### config.mk
export PLATFORM = sky130hd
export DESIGN_NAME = parity_xcvr
export DESIGN_NICKNAME = d
export VERILOG_FILES = /design/src/rtl/parity_xcvr_pkg.sv /design/src/rtl/parity_xcvr_dir.sv /design/src/rtl/parity_xcvr_latch.sv /design/src/rtl/parity_xcvr.sv
export SDC_FILE = /design/constraint.sdc
export NUM_CORES = 1
export LEC_CHECK = 0
export BUFFER_PORTS_ARGS = -buffer_cell sky130_fd_sc_hd__buf_2
export CAP_MARGIN = 10
export CORE_ASPECT_RATIO = 1.25
export CORE_MARGIN = 2
export CORE_UTILIZATION = 47
export CTS_CLUSTER_DIAMETER = 80
export DETAILED_ROUTE_END_ITERATION = 8
export GPL_ROUTABILITY_DRIVEN = 0
export PLACE_DENSITY = 0.75
export SLEW_MARGIN = 20
export SYNTH_ARGS = -nofsm -noshare
export SYNTH_HDL_FRONTEND = slang
export SYNTH_SLANG_ARGS = --single-unit
### constraint.sdc
create_clock -name clk -period 1.7 [get_ports clk]
set_input_delay 0 -clock clk [delete_from_list [all_inputs] [get_ports clk]]
set_output_delay 0 -clock clk [all_outputs]
set_load 0.02 [all_outputs]
### src/rtl/parity_xcvr_pkg.sv
package parity_xcvr_pkg;
    parameter int DATA_W = 8;

    typedef struct packed {
        logic [DATA_W-1:0] data;
        logic              par;
    } bus_word_t;

    typedef enum logic [1:0] {
        DIR_NONE = 2'd0,
        DIR_AB   = 2'd1,
        DIR_BA   = 2'd2
    } dir_e;

    function automatic logic par_of(input logic [DATA_W-1:0] d, input logic odd);
        return (^d) ^ odd;
    endfunction
endpackage

### src/rtl/parity_xcvr_dir.sv
module parity_xcvr_dir
    import parity_xcvr_pkg::*;
(
    input  logic clk,
    input  logic rst_n,
    input  logic drv_ab_n,
    input  logic drv_ba_n,
    output dir_e dir,
    output logic conflict
);
    always_comb begin
        conflict = !drv_ab_n && !drv_ba_n;
        if (!drv_ab_n)      dir = DIR_AB;
        else if (!drv_ba_n) dir = DIR_BA;
        else                dir = DIR_NONE;
    end

    // idle enables leave no direction selected
    assert_idle_R3: assert property (@(posedge clk) disable iff (!rst_n)
        (drv_ab_n && drv_ba_n) |-> (dir == DIR_NONE));
    // a conflict always resolves toward A-to-B
    assert_prio_R4: assert property (@(posedge clk) disable iff (!rst_n)
        conflict |-> (dir == DIR_AB));
endmodule

### src/rtl/parity_xcvr_latch.sv
module parity_xcvr_latch
    import parity_xcvr_pkg::*;
(
    input  logic      clk,
    input  logic      rst_n,
    input  logic      load,
    input  bus_word_t word_in,
    output bus_word_t held
);
    typedef struct packed {
        bus_word_t word;
    } lat_state_t;

    lat_state_t st_d, st_q;

    always_comb begin
        st_d = st_q;
        if (load) st_d.word = word_in;
    end

    always_ff @(posedge clk or negedge rst_n) begin
        if (!rst_n) st_q <= '0;
        else        st_q <= st_d;
    end

    assign held = st_q.word;

    // a closed latch keeps its contents
    assert_hold_R9: assert property (@(posedge clk) disable iff (!rst_n)
        !load |=> $stable(held));
    // an open latch captures the presented word
    assert_load_R8: assert property (@(posedge clk) disable iff (!rst_n)
        load |=> (held == $past(word_in)));
endmodule

### src/rtl/parity_xcvr.sv
module parity_xcvr
    import parity_xcvr_pkg::*;
(
    input  logic              clk,
    input  logic              rst_n,
    input  logic [DATA_W-1:0] a_in,
    input  logic              a_par_in,
    input  logic [DATA_W-1:0] b_in,
    input  logic              b_par_in,
    input  logic              drv_ab_n,
    input  logic              drv_ba_n,
    input  logic              pass_mode,
    input  logic              odd_sel,
    input  logic              lat_a_en,
    input  logic              lat_b_en,
    output logic [DATA_W-1:0] a_out,
    output logic              a_par_out,
    output logic              a_oe,
    output logic [DATA_W-1:0] b_out,
    output logic              b_par_out,
    output logic              b_oe,
    output logic              err_a_n,
    output logic              err_b_n,
    output logic              cfg_conflict
);
    typedef struct packed {
        bus_word_t a_drv;
        logic      a_oe;
        bus_word_t b_drv;
        logic      b_oe;
        logic      err_a_n;
        logic      err_b_n;
    } xcvr_out_t;

    dir_e      dir;
    logic      conflict;
    bus_word_t a_bus_d, b_bus_d;
    bus_word_t a_held_q, b_held_q;
    xcvr_out_t out_d;

    parity_xcvr_dir u_dir (
        .clk      (clk),
        .rst_n    (rst_n),
        .drv_ab_n (drv_ab_n),
        .drv_ba_n (drv_ba_n),
        .dir      (dir),
        .conflict (conflict)
    );

    always_comb begin
        bus_word_t a_src, b_src, to_a, to_b, a_view, b_view;
        a_src = lat_a_en ? {a_in, a_par_in} : a_held_q;
        b_src = lat_b_en ? {b_in, b_par_in} : b_held_q;

        to_b.data = a_src.data;
        to_b.par  = pass_mode ? a_src.par : par_of(a_src.data, odd_sel);
        to_a.data = b_src.data;
        to_a.par  = pass_mode ? b_src.par : par_of(b_src.data, odd_sel);

        a_bus_d = (dir == DIR_BA) ? to_a : {a_in, a_par_in};
        b_bus_d = (dir == DIR_AB) ? to_b : {b_in, b_par_in};

        a_view = lat_a_en ? a_bus_d : a_held_q;
        b_view = lat_b_en ? b_bus_d : b_held_q;

        out_d.a_oe    = (dir == DIR_BA);
        out_d.b_oe    = (dir == DIR_AB);
        out_d.a_drv   = out_d.a_oe ? to_a : '0;
        out_d.b_drv   = out_d.b_oe ? to_b : '0;
        out_d.err_a_n = (par_of(a_view.data, odd_sel) == a_view.par);
        out_d.err_b_n = (par_of(b_view.data, odd_sel) == b_view.par);
    end

    parity_xcvr_latch u_lat_a (
        .clk     (clk),
        .rst_n   (rst_n),
        .load    (lat_a_en),
        .word_in (a_bus_d),
        .held    (a_held_q)
    );

    parity_xcvr_latch u_lat_b (
        .clk     (clk),
        .rst_n   (rst_n),
        .load    (lat_b_en),
        .word_in (b_bus_d),
        .held    (b_held_q)
    );

    assign a_out        = out_d.a_drv.data;
    assign a_par_out    = out_d.a_drv.par;
    assign a_oe         = out_d.a_oe;
    assign b_out        = out_d.b_drv.data;
    assign b_par_out    = out_d.b_drv.par;
    assign b_oe         = out_d.b_oe;
    assign err_a_n      = out_d.err_a_n;
    assign err_b_n      = out_d.err_b_n;
    assign cfg_conflict = conflict;

    // never drive both buses
    assert_one_drive_R4: assert property (@(posedge clk) disable iff (!rst_n)
        !(a_oe && b_oe));
    // a conflict resolves to driving B
    assert_conflict_R4: assert property (@(posedge clk) disable iff (!rst_n)
        cfg_conflict |-> (b_oe && !a_oe));
    // generated parity on B matches the driven data
    assert_gen_b_R5: assert property (@(posedge clk) disable iff (!rst_n)
        (b_oe && !pass_mode) |-> (((^b_out) ^ odd_sel) == b_par_out));
    // generated parity on A matches the driven data
    assert_gen_a_R5: assert property (@(posedge clk) disable iff (!rst_n)
        (a_oe && !pass_mode) |-> (((^a_out) ^ odd_sel) == a_par_out));
    // live feed-through forwards the source parity
    assert_pass_R6: assert property (@(posedge clk) disable iff (!rst_n)
        (b_oe && pass_mode && lat_a_en) |-> (b_par_out == a_par_in));
    // generated parity fed back through an open latch checks clean
    assert_fb_b_R10: assert property (@(posedge clk) disable iff (!rst_n)
        (b_oe && lat_b_en && !pass_mode) |-> err_b_n);
    assert_fb_a_R10: assert property (@(posedge clk) disable iff (!rst_n)
        (a_oe && lat_a_en && !pass_mode) |-> err_a_n);
    // an undriven side outputs zero
    assert_idle_zero_R3: assert property (@(posedge clk) disable iff (!rst_n)
        !b_oe |-> (b_out == '0 && !b_par_out));
endmodule

# Word level (Yosys, flattened, before mapping)
# Cells that the tools add are included.
op_classes:
  n_lt_le_gt_ge: 0
  n_bitwise: 4
  multipliers: 0
  div_mod_pow: 0
  eq_ne: 4
  n_mux: 12
  n_shift: 0
  n_addsub: 0
  reduce_logical: 7
op_table:
  columns: ["op", "n"]
  rows:
  - ["9-bit two-way mux", 8]
  - ["8-bit parity", 4]
  - ["2-bit two-way mux", 2]
  - ["1-bit bitwise XOR", 4]
  - ["1-bit == test", 2]
  - ["2-bit by 1-bit == test with 1-bit output, second input constant", 1]
  - ["2-bit == test, second input constant", 1]
  - ["1-bit logical NOT", 2]
  - ["1-bit two-way mux", 2]
  - ["1-bit logical AND", 1]
totals:
  ramBits: 0
  latch_bits: 0
  rom_bits: 0
  reg_bits: 18
  n_memories: 0

# Depth between registers and ports, before layout
# Gate-level depths: netlist of run 1.
logic_depth:
  word_depth: 9
  depth_mapped: 10
  depth_no_buf: 8

# Hierarchy
# A second synthesis of run 1 with hierarchy kept.
hier_totals:
  cells_unflattened: 201
  area_unflattened_um2: 2123.3
by_module_without_submodules:
  columns: ["module", "area_per_inst_um2", "cells_per_inst", "n_inst", "seq_area_each_um2"]
  rows:
  - ["parity_xcvr", 1363.8, 160, 1, 0.0]
  - ["parity_xcvr_latch", 371.6, 19, 2, 225.2]
  - ["parity_xcvr_dir", 16.3, 3, 1, 0.0]

# Least setup slack after synthesis of run 1
# No wires, ideal clock.
synth_timing:
  path_kind: "register to output"
  start: "register u_lat_b.st_q, in the netlist u_lat_b.held[5]"
  end: "output err_a_n"
  t_required_ns: 1.700
  slack_ns: -0.288
  path_stages_with_launch: 8
  n_path_buf: 0
  arrival_time_ns: 1.988
  path_cell_list: "dfrtp_1 mux2i_1 nor2_1 a21oi_1 o21ai_0 xnor3_1 xnor2_1 xor2_1"
synth_via:
  elab_chain_len: 7
  word_cells_on_any_way: 9
  classes_between: "eq/ne: 1; mux: 4; bitwise: 2; reduce/logical: 2"
synth_lines:
  columns: ["item", "line", "rtl"]
  rows:
  - ["start: declaration", "parity_xcvr_latch.sv:14", "lat_state_t st_d, st_q;"]
  - ["start signal: assignment", "parity_xcvr_latch.sv:23", "else st_q <= st_d;"]
  - ["9-bit two-way mux (*)", "parity_xcvr.sv:53", "b_src = lat_b_en ? {b_in, b_par_in} : b_held_q;"]
  - ["8-bit parity", "parity_xcvr_pkg.sv:16", "return (^d) ^ odd;"]
  - ["1-bit bitwise XOR", "parity_xcvr_pkg.sv:16", null]
  - ["1-bit two-way mux", "parity_xcvr.sv:58", "to_a.par = pass_mode ? b_src.par : par_of(b_src.data, odd_sel);"]
  - ["9-bit two-way mux (*)", "parity_xcvr.sv:60", "a_bus_d = (dir == DIR_BA) ? to_a : {a_in, a_par_in};"]
  - ["9-bit two-way mux (*)", null, null]
  - ["1-bit == test (*)", "parity_xcvr.sv:70", "out_d.err_a_n = (par_of(a_view.data, odd_sel) == a_view.par);"]
  - ["end: declaration", "parity_xcvr.sv:22", "output logic err_a_n,"]
# Mark *: on every way between the ends. The rest lies on a longest branch, timed or not.

# Worst setup path after layout of run 1
layout_timing:
  start: "register u_lat_b.st_q, in the netlist u_lat_b.held[6]"
  end: "output err_a_n"
# Same word-level chain as after synthesis.

==> results of run 1 <==
==> report_power, final <==
part / leakage, nW / internal [mW] / switching [mW]
Sequential: 0.219 / 0.484 / 0.0449
Combinational: 1.01 / 0.680 / 0.617
Clock: 0.0288 / 0.206 / 0.154
Total: 1.25 / 1.37 / 0.815
==> stage by stage <==
| stage | TNS (ps) | hold WS (ps) | power, mW |
|---|---|---|---|
| global placement | -738 | -45.0 | 1.68 |
| global route | -2610 | 136 | 2.31 |
| finish | -1930 | 130 | 2.19 |
| detailed placement | -865 | -35.7 | 1.70 |
| CTS | -1950 | 111 | 2.12 |
| floorplan | -79.2 | -296 | 1.34 |
==> worst register-to-register path: stages (launching register included) <==
cell      delay, ps
dfrtp_1         430
xor2_1          170
mux2i_1         130
xnor3_1         460
xnor2_2         160
nand2b_1        110
a21oi_2         200
buf_4           130
==> sequential cells by signal, summed over array words and instances (netlist names) <==
signal        cells
u_lat_a.held      9
u_lat_b.held      9
==> cell families after synthesis <==
family                 after synthesis  share of synthesized area
AND/OR/NAND/NOR                     45                      0.138
XOR/XNOR                            37                      0.239
AO/OA/AOI/OAI                       30                      0.128
multiplexers                        26                      0.160
flip-flops                          18                      0.274
buffers and inverters               17                     0.0602
==> final timing paths <==
kind	startpoint	endpoint	depth (start not counted)
max	u_lat_b.held[6]	err_a_n	8
min	b_in[6]	u_lat_b.held[7]	3
max reg2reg	u_lat_a.held[1]	u_lat_b.held[0]	7
min reg2reg	u_lat_b.held[2]	u_lat_b.held[2]	1
max in group asynchronous	rst_n	u_lat_a.held[6]	2
min in group asynchronous	rst_n	u_lat_b.held[5]	2
==> layer usage <==
layer,track usage,up-vias,share of wire,wire [um]
li1,-,778,-,-
met1,0.304,760,0.42,1960
met2,0.439,43,0.52,2460
met3,0.0241,18,0.032,150
met4,0.0775,0,0.032,150
met5,0,-,0,0
==> placed cells by master, fill, tap and decap left out, drive strengths merged <==
master	synthesis	routed
xnor2	15	15
o211ai	1	1
nand3b	2	2
o221ai	7	7
nor2	18	18
o21bai	1	1
nand2b	10	10
inv	8	8
clkbuf	0	4
nand3	2	2
a21oi	14	14
xnor3	5	5
nor2b	2	2
dlygate4sd3	0	1
mux2i	24	24
mux2	2	2
xor2	17	17
o21ai	5	5
o31a	1	1
buf	9	98
dfrtp	18	18
nand2	11	11
a31oi	1	1
==> cell type report <==
type                            instances  area (um2)  share of cell area
Clock buffer                            4        55.1              0.0226
Multi-Input combinational cell        138        1210               0.498
Timing Repair Buffer                   99         639               0.262
Tap cell                               39        48.8              0.0200
Inverter                                8        30.0              0.0123
Sequential cell                        18         450               0.185
==> timing repair <==
item,in CTS,in global routing
setup endpoints to repair,6,6
endpoints found under the hold margin,18,0
pin swaps,8,5
hold buffers,1,0
resized for setup,11,5
gates cloned,0,0
buffers inserted,3,2
==> impl_metrics.env, run 1 <==
export IMPL_status="finished, violations left"
export IMPL_failed_checks="setup timing"
export IMPL_rows=24
export IMPL_utilization=0.712
export IMPL_grt_usage=0.244
export IMPL_tightest_slew_ps=438
export IMPL_synthToLayoutAreaGrowth_pct=48.5
export IMPL_cts_root_buf="clkbuf_8"
export IMPL_setup_ws_ps=-562
export IMPL_dieWidth_um=56.9
export IMPL_place_ws_ps=-349
export IMPL_cts_buffers=3
export IMPL_cp_end_kind="output port"
export IMPL_period_needed_ps=2260
export IMPL_path_class="flop to output port"
export IMPL_clkLatencyLatePin_ps=250
export IMPL_synth_area_per_cell_um2=9.49
export IMPL_worst_path_max_fanout=2
export IMPL_synth_most_common_cell="mux2i_1"
export IMPL_core_um2=3420
export IMPL_cts_tree="done"
export IMPL_final_cells=306
export IMPL_pin_count=49
export IMPL_firstDrtPassIters=4
export IMPL_setup_viol=6
export IMPL_ys_ff_latch=18
export IMPL_antenna_found_initial=0
export IMPL_diodes=0
export IMPL_syn_nets=199
export IMPL_grt_pass1_vias=1626
export IMPL_required_ps=1700
export IMPL_dieArea_um2=3980
export IMPL_synth_common_cells="24 x mux2i_1, 18 x dfrtp_1, 18 x nor2_1"
export IMPL_ys_warn_count=0
export IMPL_synth_edf_count=0
export IMPL_synthTopCellsByArea="dfrtp_1 27%, mux2i_1 15%, xor2_1 9.1%"
export IMPL_critPathMaxStageDelay_ps=380
export IMPL_wl_per_cell_um=15.4
export IMPL_antenna_left=0
export IMPL_crit_path_start_kind="flop"
export IMPL_hpwlAfterDp_mm=3.61
export IMPL_fin_crit_sh=1.33
export IMPL_regToRegSetupSlack_ps=-160
export IMPL_yosys_area_top_type="dfrtp_1"
export IMPL_hold_violations=0
export IMPL_grt_overflow_total=0
export IMPL_hp_class="input port to flop"
export IMPL_die_h_um=70.1
export IMPL_h_tree_depth=1
export IMPL_crit_family="XOR/XNOR gates"
export IMPL_n_fill_cell=265
export IMPL_finish_instance_area_um2=2440
export IMPL_yosysTopAreaCellShare=0.274
export IMPL_post_dp_cell_area_um2=2280
export IMPL_power_leakage_nw=1.25
export IMPL_place_inst=297
export IMPL_rsz0062_at_grt="true"
export IMPL_initial_core_util=0.480
export IMPL_fmax_mhz=442
export IMPL_yosys_cell_types_count=30
export IMPL_ir_drop_v=0.000741
export IMPL_cp_num_buf_inv=1
export IMPL_route_detailed_drc=0
export IMPL_clock_sinks=18
export IMPL_synthCells=173
export IMPL_vias_per_cell=5.23
export IMPL_maxCapViolations=0
export IMPL_dr_first_iter_drc_count=51
export IMPL_synth_flop_cell="dfrtp_1"
export IMPL_cts_buffer_depth=2
export IMPL_synth_async_reset_ratio=1.00
export IMPL_grt_pass1_wl_mm=7.58
export IMPL_drv_slew=0
export IMPL_arrival_ps=2260
export IMPL_skew_ps=0.696
export IMPL_synth_area_um2=1640
export IMPL_power_density_nw_per_um2=897
export IMPL_grt_max_degree=19
export IMPL_drive_gt1_frac=0.506
export IMPL_cp_cell_sequence="mux2i_1 -> o221ai_2 -> xor2_1 -> xnor2_1 -> xnor3_1 -> xnor2_2 -> xor2_2 -> buf_6"
export IMPL_routed_wl_mm=4.72
export IMPL_final_nets=294
export IMPL_maxSlewHeadroom=0.708
export IMPL_clk_pin_slew_ps=70
export IMPL_cp_slowest_cell="dfrtp_1"
export IMPL_port_buffers=48
export IMPL_yosysSeqAreaShare=0.274
export IMPL_num_vias=1599
(Power assumes the default switching activity.)
==> run 2: changes to the inputs <==
--- a/config.mk
+++ b/config.mk
@@ -5,11 +5,12 @@
 export SDC_FILE = /design/constraint.sdc
 export NUM_CORES = 1
 export LEC_CHECK = 0
+export ABC_AREA = 1
 export BUFFER_PORTS_ARGS = -buffer_cell sky130_fd_sc_hd__buf_2
 export CAP_MARGIN = 10
 export CORE_ASPECT_RATIO = 1.25
 export CORE_MARGIN = 2
-export CORE_UTILIZATION = 47
+export CORE_UTILIZATION = 49
 export CTS_CLUSTER_DIAMETER = 80
 export DETAILED_ROUTE_END_ITERATION = 8
 export GPL_ROUTABILITY_DRIVEN = 0
==> run 2 against run 1 <==
Net effect:
- the run still ends with setup timing left
- global-route usage rose by 1.4 points
- highest routed layer unchanged
- via count rose by 56%
- first-iteration DRC count rose to 2.5 times the previous value
- largest cell class unchanged
- worst hold slack got worse by 34 ps
- power fell by 12%
- design area rose by 14%
- sequential cell count did not move
==> impl_metrics.env, run 2 <==
export IMPL_synthTopCellsByArea="nand2_1 39%, dfrtp_1 23%, inv_1 11%"
export IMPL_routed_wl_mm=6.23
export IMPL_ys_warn_count=0
export IMPL_synth_area_per_cell_um2=5.33
export IMPL_final_nets=470
export IMPL_yosys_cell_types_count=27
export IMPL_diodes=0
export IMPL_port_buffers=48
export IMPL_cp_end_kind="output port"
export IMPL_antenna_found_initial=0
export IMPL_hpwlAfterDp_mm=4.18
export IMPL_setup_viol=4
export IMPL_path_class="flop to output port"
export IMPL_synthCells=374
export IMPL_grt_pass1_vias=2105
export IMPL_drive_gt1_frac=0.389
export IMPL_route_detailed_drc=0
export IMPL_antenna_left=0
export IMPL_initial_core_util=0.518
export IMPL_combPwrFrac=0.570
export IMPL_synthToLayoutAreaGrowth_pct=39.0
export IMPL_fin_crit_sh=1.15
export IMPL_cts_buffer_depth=2
export IMPL_tightest_slew_ps=445
export IMPL_cts_tree="done"
export IMPL_power_density_nw_per_um2=694
export IMPL_synth_area_um2=1990
export IMPL_fmax_mhz=510
export IMPL_dieArea_um2=4600
export IMPL_wl_per_cell_um=12.6
export IMPL_final_cell_mix="150 x nand2_1, 58 x nand2_2, 52 x inv_1, 44 x buf_2, 20 x buf_4"
export IMPL_status="finished, violations left"
export IMPL_core_um2=3850
export IMPL_worst_path_max_fanout=3
export IMPL_clock_sinks=18
export IMPL_clk_pin_slew_ps=80
export IMPL_syn_nets=400
export IMPL_cts_root_buf="clkbuf_8"
export IMPL_grt_usage=0.258
export IMPL_p_int_mw=1.05
export IMPL_synth_most_common_cell="nand2_1"
export IMPL_firstDrtPassIters=4
export IMPL_maxSlewHeadroom=0.704
export IMPL_maxCapViolations=0
export IMPL_setup_ws_ps=-261
export IMPL_grt_overflow_total=0
export IMPL_yosys_area_top_type="nand2_1"
export IMPL_power_leakage_nw=1.75
export IMPL_yosysSeqAreaShare=0.226
export IMPL_ys_ff_latch=18
export IMPL_cts_buffers=3
export IMPL_switching_share=0.452
export IMPL_dr_first_iter_drc_count=130
export IMPL_layout_commonest_cell="nand2_1"
export IMPL_required_ps=1700
export IMPL_vias_per_cell=5.04
export IMPL_place_inst=473
export IMPL_final_cells=496
export IMPL_period_needed_ps=1960
export IMPL_hold_violations=0
export IMPL_pin_count=49
export IMPL_grt_pass1_wl_mm=9.00
export IMPL_crit_path_start_kind="flop"
export IMPL_synth_flop_cell="dfrtp_1"
export IMPL_die_h_um=75.3
export IMPL_power_mw=1.92
export IMPL_skew_ps=9.86
export IMPL_drv_slew=0
export IMPL_clkLatencyLatePin_ps=260
export IMPL_rsz0062_at_grt="true"
export IMPL_yosysTopAreaCellShare=0.386
export IMPL_hp_class="input port to flop"
export IMPL_dieWidth_um=61.0
export IMPL_whs_ps=96.1
export IMPL_synth_common_cells="205 x nand2_1, 57 x inv_1, 25 x nand3_1"
export IMPL_num_vias=2499
export IMPL_h_tree_depth=1
export IMPL_seq_power_share=0.261
export IMPL_place_ws_ps=0.123
export IMPL_power_share_clock=0.168
export IMPL_grt_max_degree=31
export IMPL_synth_async_reset_ratio=1.00
export IMPL_switching_power_uw=870
export IMPL_synth_edf_count=0
export IMPL_arrival_ps=1960
export IMPL_rows=25
export IMPL_utilization=0.720
export IMPL_failed_checks="setup timing"
export IMPL_ir_drop_v=0.000391
==> run 2: cell types whose count changed in the layout (fill, tap and decap cells not counted), sizes merged, moves of 23 or more <==
| cell | previous run | this run |
|---|---|---|
| nand3 | 2 | 25 |
| buf | 98 | 73 |
| inv | 8 | 62 |
| mux2i | 24 | 0 |
| nand2 | 11 | 210 |
==> run 2: path summary, 6_finish.rpt <==
kind / cells past startpoint / slack [ps] / from / to
setup / recovery: 16 / -260 / u_lat_b.held[8] / err_a_n
hold / removal: 5 / 100 / a_in[3] / u_lat_a.held[4]
setup reg to reg: 14 / -200 / u_lat_b.held[8] / u_lat_a.held[8]
max in group asynchronous: 2 / 1180 / rst_n / u_lat_a.held[2]
min in group asynchronous: 2 / 210 / rst_n / u_lat_b.held[6]
hold reg to reg: 2 / 530 / u_lat_a.held[4] / u_lat_a.held[4]
==> run 2: final cells by class <==
cell class / count / area (um2)
Multi-Input combinational cell: 285 / 1480
Fill cell: 355 / 1080
Timing Repair Buffer: 74 / 490
Clock buffer: 3 / 41.3
Tap cell: 54 / 67.6
Sequential cell: 18 / 450
Inverter: 62 / 238
==> run 2: power by group through the flow <==
stage / combinational (mW) / sequential [mW] / clock (mW)
finish: 1.10 / 0.503 / 0.324
floorplan: 0.614 / 0.500 / 0
detailed placement: 0.815 / 0.506 / 0
global route: 1.21 / 0.508 / 0.334
CTS: 0.941 / 0.498 / 0.317
global placement: 0.802 / 0.507 / 0
==> run 2: metal layers <==
metal	global-route usage	vias to the layer above	wire, um
met2	0.476	83	3290
met3	0.0221	18	274
met1	0.308	1143	2490
met5	0	-	0
li1	-	1255	-
met4	0.0870	0	170
==> run 2: through the flow <==
stage,setup TNS (ps),instance area (um2)
after global routing,-1250,2770
after detailed placement,0,2280
after global placement,0,2280
final,-704,2770
after floorplan,0,1990
after CTS,-304,2530
==> run 2: kinds of logic after synthesis <==
logic type,share of synthesized area
XOR/XNOR,0.0126
buffers and inverters,0.156
AO/OA/AOI/OAI,0.0866
AND/OR/NAND/NOR,0.519
flip-flops,0.226
==> run 2: timing repair <==
action	in CTS	in global routing
setup endpoints to repair	3	5
gates resized for setup	42	56
endpoints found under the hold margin	18	0
setup buffers	10	9
pin swaps	10	26
hold buffers	1	0
==> run 2: critical path, stage by stage, from the launching register on <==
cell and delay [ps]:
dfrtp_1 390, nand2_2 80, nand2_2 70, nand2_2 80, nand2_2 120, nand2_2 70
nand2_2 100, nand2_1 60, nand2_1 80, inv_1 50, nand2_1 60, nand2_2 80
nand2_2 70, nand3_2 70, nand3_1 110, nand2_2 70, buf_6 130
